==> src/rtl/user_scan_pkg.sv <==
package user_scan_pkg;
  localparam int NUM_CHAINS = 2;
  localparam int STATE_W    = 4;

  typedef enum logic [STATE_W-1:0] {
    ST_EXIT2_DR  = 4'h0,
    ST_EXIT1_DR  = 4'h1,
    ST_SHIFT_DR  = 4'h2,
    ST_PAUSE_DR  = 4'h3,
    ST_SEL_IR    = 4'h4,
    ST_UPDATE_DR = 4'h5,
    ST_CAP_DR    = 4'h6,
    ST_SEL_DR    = 4'h7,
    ST_EXIT2_IR  = 4'h8,
    ST_EXIT1_IR  = 4'h9,
    ST_SHIFT_IR  = 4'hA,
    ST_PAUSE_IR  = 4'hB,
    ST_IDLE      = 4'hC,
    ST_UPDATE_IR = 4'hD,
    ST_CAP_IR    = 4'hE,
    ST_TLR       = 4'hF
  } tap_state_e;
endpackage

==> src/rtl/usr_state_decode.sv <==
module usr_state_decode
  import user_scan_pkg::*;
(
  input  logic [STATE_W-1:0] state_i,
  output logic               reset_o,
  output logic               capture_dr_o,
  output logic               shift_dr_o,
  output logic               update_dr_o
);
  tap_state_e st;

  always_comb begin
    st           = tap_state_e'(state_i);
    reset_o      = (st == ST_TLR);
    capture_dr_o = (st == ST_CAP_DR);
    shift_dr_o   = (st == ST_SHIFT_DR);
    update_dr_o  = (st == ST_UPDATE_DR);
  end
endmodule

==> src/rtl/usr_chain_port.sv <==
module usr_chain_port #(
  parameter int              IR_W = 5,
  parameter logic [IR_W-1:0] CODE = '0
) (
  input  logic            tck_i,
  input  logic            rst_ni,
  input  logic [IR_W-1:0] ir_i,
  input  logic            dr_active_i,
  output logic            sel_o,
  output logic            drck_o
);
  logic clk_en_q;

  assign sel_o = (ir_i == CODE);

  // enable changes only while tck is low, so the gated clock cannot glitch
  always_ff @(negedge tck_i or negedge rst_ni) begin
    if (!rst_ni) clk_en_q <= 1'b0;
    else         clk_en_q <= sel_o & dr_active_i;
  end

  assign drck_o = tck_i & clk_en_q;
endmodule

==> src/rtl/usr_tdo_mux.sv <==
module usr_tdo_mux #(
  parameter int NUM = 2
) (
  input  logic           tck_i,
  input  logic           rst_ni,
  input  logic [NUM-1:0] sel_i,
  input  logic [NUM-1:0] chain_tdo_i,
  input  logic           shift_dr_i,
  output logic           tdo_o,
  output logic           tdo_oe_o
);
  logic pick;
  logic drive;

  always_comb begin
    pick = 1'b0;
    for (int i = 0; i < NUM; i++) begin
      if (sel_i[i]) pick = chain_tdo_i[i];
    end
  end

  assign drive = shift_dr_i & (|sel_i);

  always_ff @(negedge tck_i or negedge rst_ni) begin
    if (!rst_ni) begin
      tdo_o    <= 1'b0;
      tdo_oe_o <= 1'b0;
    end else begin
      tdo_oe_o <= drive;
      if (drive) tdo_o <= pick;
    end
  end
endmodule

==> src/rtl/user_scan_hub.sv <==
module user_scan_hub
  import user_scan_pkg::*;
#(
  parameter int              IR_W       = 5,
  parameter logic [IR_W-1:0] USER1_CODE = 5'h02,
  parameter logic [IR_W-1:0] USER2_CODE = 5'h03
) (
  input  logic                  tck_i,
  input  logic                  rst_ni,
  input  logic [STATE_W-1:0]    state_i,
  input  logic [IR_W-1:0]       ir_i,
  input  logic                  tdi_i,
  input  logic [NUM_CHAINS-1:0] user_tdo_i,
  output logic [NUM_CHAINS-1:0] sel_o,
  output logic [NUM_CHAINS-1:0] drck_o,
  output logic                  tdi_o,
  output logic                  reset_o,
  output logic                  shift_o,
  output logic                  update_o,
  output logic                  tdo_o,
  output logic                  tdo_oe_o
);
  localparam logic [NUM_CHAINS*IR_W-1:0] CODES = {USER2_CODE, USER1_CODE};

  logic capture_dr;
  logic dr_active;

  usr_state_decode i_decode (
    .state_i      (state_i),
    .reset_o      (reset_o),
    .capture_dr_o (capture_dr),
    .shift_dr_o   (shift_o),
    .update_dr_o  (update_o)
  );

  assign dr_active = capture_dr | shift_o;
  assign tdi_o     = tdi_i;

  for (genvar g = 0; g < NUM_CHAINS; g++) begin : g_chain
    usr_chain_port #(
      .IR_W (IR_W),
      .CODE (CODES[g*IR_W +: IR_W])
    ) i_port (
      .tck_i       (tck_i),
      .rst_ni      (rst_ni),
      .ir_i        (ir_i),
      .dr_active_i (dr_active),
      .sel_o       (sel_o[g]),
      .drck_o      (drck_o[g])
    );
  end

  usr_tdo_mux #(.NUM(NUM_CHAINS)) i_tdo (
    .tck_i       (tck_i),
    .rst_ni      (rst_ni),
    .sel_i       (sel_o),
    .chain_tdo_i (user_tdo_i),
    .shift_dr_i  (shift_o),
    .tdo_o       (tdo_o),
    .tdo_oe_o    (tdo_oe_o)
  );
endmodule

==> config.mk <==
export PLATFORM = sky130hd
export DESIGN_NAME = user_scan_hub
export DESIGN_NICKNAME = d
export VERILOG_FILES = /design/src/rtl/user_scan_pkg.sv /design/src/rtl/usr_state_decode.sv /design/src/rtl/usr_chain_port.sv /design/src/rtl/usr_tdo_mux.sv /design/src/rtl/user_scan_hub.sv
export SDC_FILE = /design/constraint.sdc
export NUM_CORES = 1
export LEC_CHECK = 0
export ABC_AREA = 0
export CAP_MARGIN = 10
export CORE_AREA = 2 2 39 41
export DETAILED_ROUTE_END_ITERATION = 7
export DIE_AREA = 0 0 41 43
export GPL_TIMING_DRIVEN = 0
export SLEW_MARGIN = 20
export SYNTH_ARGS = -nofsm -noshare
export SYNTH_HDL_FRONTEND = slang
export SYNTH_SLANG_ARGS = --single-unit
==> constraint.sdc <==
create_clock -name tck_i -period 1 [get_ports tck_i]
set_input_delay 0.1 -clock tck_i [delete_from_list [all_inputs] [get_ports tck_i]]
set_output_delay 0.1 -clock tck_i [all_outputs]
set_load 0.02 [all_outputs]
==> results.md <==
* Syn Area/Cell at a little under 10 um2
* Failing checks: negative setup slack
* Global Route Usage Sum at a little under an eighth
* Post-synth EDFFs at 0
* Final Max Slew Viols at 0
* Initial antenna violation count at 0
* Worst Tran Pin Value at 0.2376 ns
* Asr flop ratio synth at 100.0%
* CP arrival at around 1.5 ns
* Final count of hold timing violations at 0
* Top post-synthesis cells by area: dfrtn_1 (40%), buf_4 (15%), nor3_4 (6.4%)
* Worst Clk Skew at 0 ns
* Final wirelength at ~750 um
* Tmin final at 1.594 ns
* Max-cap violation count at 0
* Die Width at between 40 and 50 um
* Cell taking the most area after synthesis: dfrtn_1
* Sequential element share of the synthesized area at between 30% and 40%
* Largest net degree at the start of global routing at 5
* Hold slack final at approximately 0.32 ns
* Syn nets at 40
* Final worst path period share at 159.4%
* Worst setup margin at -0.5944 ns
* Worst EP required at roughly 0.90 ns
* Placement Cell Area at between 400 and 500 um2
* Layout fillers at roughly 140
* Unrepaired setup endpoints after global routing: true
* Worst setup startpoint: ir_i[2]
* Num ports at 24
* Peak supply drop at 380.5 uV
* Post-Syn Instances at 26
* Ys Warns at 0
* R2r worst-path depth at 2
* # rows at 14
* Final ANT Viol Nets at 0
* Top cell type's share of synthesized area at between 30% and 40%
* CTS tree: yes
* Metal3 WL at between 60 and 70 um
* Leakage power at between 0.3 and 0.4 nW
* Slew headroom at a little over four fifths
* R2r startpoint: i_tdo.tdo_o
* Hold Path Class: in2async
* M1 WL at 245 um
* Crit Path Class: in2out
* Iter 0 DRT Violations at 2
* Vias at 310
* Placed instance count at 64
* CTS clock-pin slew for the worst setup and hold paths at roughly 0.030 ns
* First-pass GRT wire length at 1269 um
* CP endpoint kind: output port
* Final setup violation count at 13
* Tot Pwr at between 0.8 and 0.9 mW
* Yosys cell types at 12
* Layout Cells excl Fill at just under 80
* R2r endpoint: i_tdo.tdo_o
* Top_reg_cell synth: dfrtn_1
* Crit path to: sel_o[0]
* Vias in the first global route at between 300 and 400
* Core box area at 0.001384 mm2
* Final-stage net count at 77
* Met2 WL at between 400 and 500 um
* CP Launch Type: input port
* # diodes at 0
* Clock Latency Late Sink at around 0.37 ns
* Routed vias/inst at 4.026
* Cell Pwr Density at 1286 mW/mm2
* Total die area at about 0.0018 mm2
* DR pass1 iterations at 2
* Synth top cells by count: buf_4 (5), dfrtn_1 (4), nor2_1 (4)
* Post-Syn Area at 252.7 um2
* Most common cell in the netlist: buf_4
* Final std cell area, no fill at between 600 and 700 um2
* CTS hold repair buffers at 0
* Post-Route Utilization at around 47%
* # port buffers at 22
* Achievable Freq at 0.6272 GHz
* Register bit count reported by yosys at 4
* DR DRC count at 0
* GPL Wtd Cong at 0.5473
* Initial Util at between 10% and 20%
* Chip height at around 43 um
* R2R setup slack at 0.11 ns
* Crit path max fanout at 4
* Aggregate global routing overflow at 0
* Synth-to-Final Area Change at 158.4%
* Fraction of layout instances using a drive strength above 1 at between 70 and 80%
* Highest metal used: met4
* Status: finished, violations left
* Avg WL per Cell at between 9 and 10 um
[critical path: stages]
cell	delay, ns
buf_6	0.09
or4b_4	0.57
buf_6	0.14
buf_6	0.10
buf_6	0.10
buf_6	0.10
buf_6	0.10
nor2_4	0.07
buf_6	0.12
[flip-flops by register name (all words and copies together), names as in the netlist]
register / flops
i_tdo.tdo_oe_o: 1
i_tdo.tdo_o: 1
g_chain.i_port.clk_en_q: 2
[area by class of cell]
class                           count  area [um2]  area share, %
Timing Repair Buffer               30       284.0          43.49
Clock buffer                        9       82.58          12.64
Inverter                            1       3.754         0.5747
Sequential cell                     4       100.1          15.33
Multi-Input combinational cell     16       155.1          23.75
Buffer                              1       7.507          1.149
Tap cell                           16       20.02          3.065
[layer usage]
| layer | vias up | GRT usage (%) |
|---|---|---|
| met2 | 15 | 14.06 |
| met5 | - | 0 |
| met4 | 0 | 19.33 |
| met3 | 3 | 3.141 |
| li1 | 151 | - |
| met1 | 141 | 12.34 |
[stage by stage]
step           setup TNS, ns  worst slack [ns]
2_1_floorplan         -2.375           -0.8318
3_3_place_gp          -10.28            -1.275
3_5_place_dp          -10.33            -1.280
4_1_cts               -4.253           -0.6263
5_1_grt               -4.376           -0.6196
6_report              -4.077           -0.5944
[cell families (layout without fill, tap and decap cells)]
logic type | count (synthesis) | after routing | share of synthesized area (%)
simple gates | 14 | 14 | 35.15
flops | 4 | 4 | 39.61
buf+inv | 6 | 41 | 16.34
mux | 2 | 2 | 8.910
[placed cells by master, fill, tap and decap left out]
cell / netlist / routed
buf_6: 0 / 19
buf_4: 5 / 6
clkbuf_4: 0 / 4
dfrtn_1: 4 / 4
clkdlybuf4s50_1: 0 / 4
nor2_4: 0 / 3
buf_2: 0 / 3
nor3_2: 0 / 2
and2_4: 0 / 2
nand2_1: 2 / 2
clkbuf_2: 0 / 2
or4b_4: 1 / 1
or3b_4: 0 / 1
inv_1: 1 / 1
nor2_1: 4 / 1
nor3_1: 3 / 1
nor3_4: 1 / 1
mux2_2: 1 / 1
mux2_4: 0 / 1
dlygate4sd2_1: 0 / 1
clkdlybuf4s15_2: 0 / 1
[power breakdown]
part	leakage, nW	internal [mW]	switching (mW)
clock	0.0564	0.375	0.153
sequential	0.0555	0.168	0.00256
combinational	0.206	0.0872	0.0545
total	0.318	0.630	0.210
[repair_timing]
item | CTS | global route
gates resized for setup | 94 | 13
endpoints found under the setup margin | 15 | 14
setup buffers | 10 | 3
pin swaps | 7 | 4
[worst min path at each step]
stage | cells after the start | end | startpoint
4_1_cts | 1 | g_chain[0].i_port.clk_en_q | rst_ni
2_1_floorplan | 0 | g_chain[0].i_port.clk_en_q | rst_ni
6_report | 1 | g_chain[0].i_port.clk_en_q | rst_ni
3_3_place_gp | 1 | i_tdo.tdo_o | i_tdo.tdo_o
5_1_grt | 1 | g_chain[0].i_port.clk_en_q | rst_ni
3_5_place_dp | 1 | i_tdo.tdo_o | i_tdo.tdo_o
No activity file was read; power rests on OpenSTA's default activity.
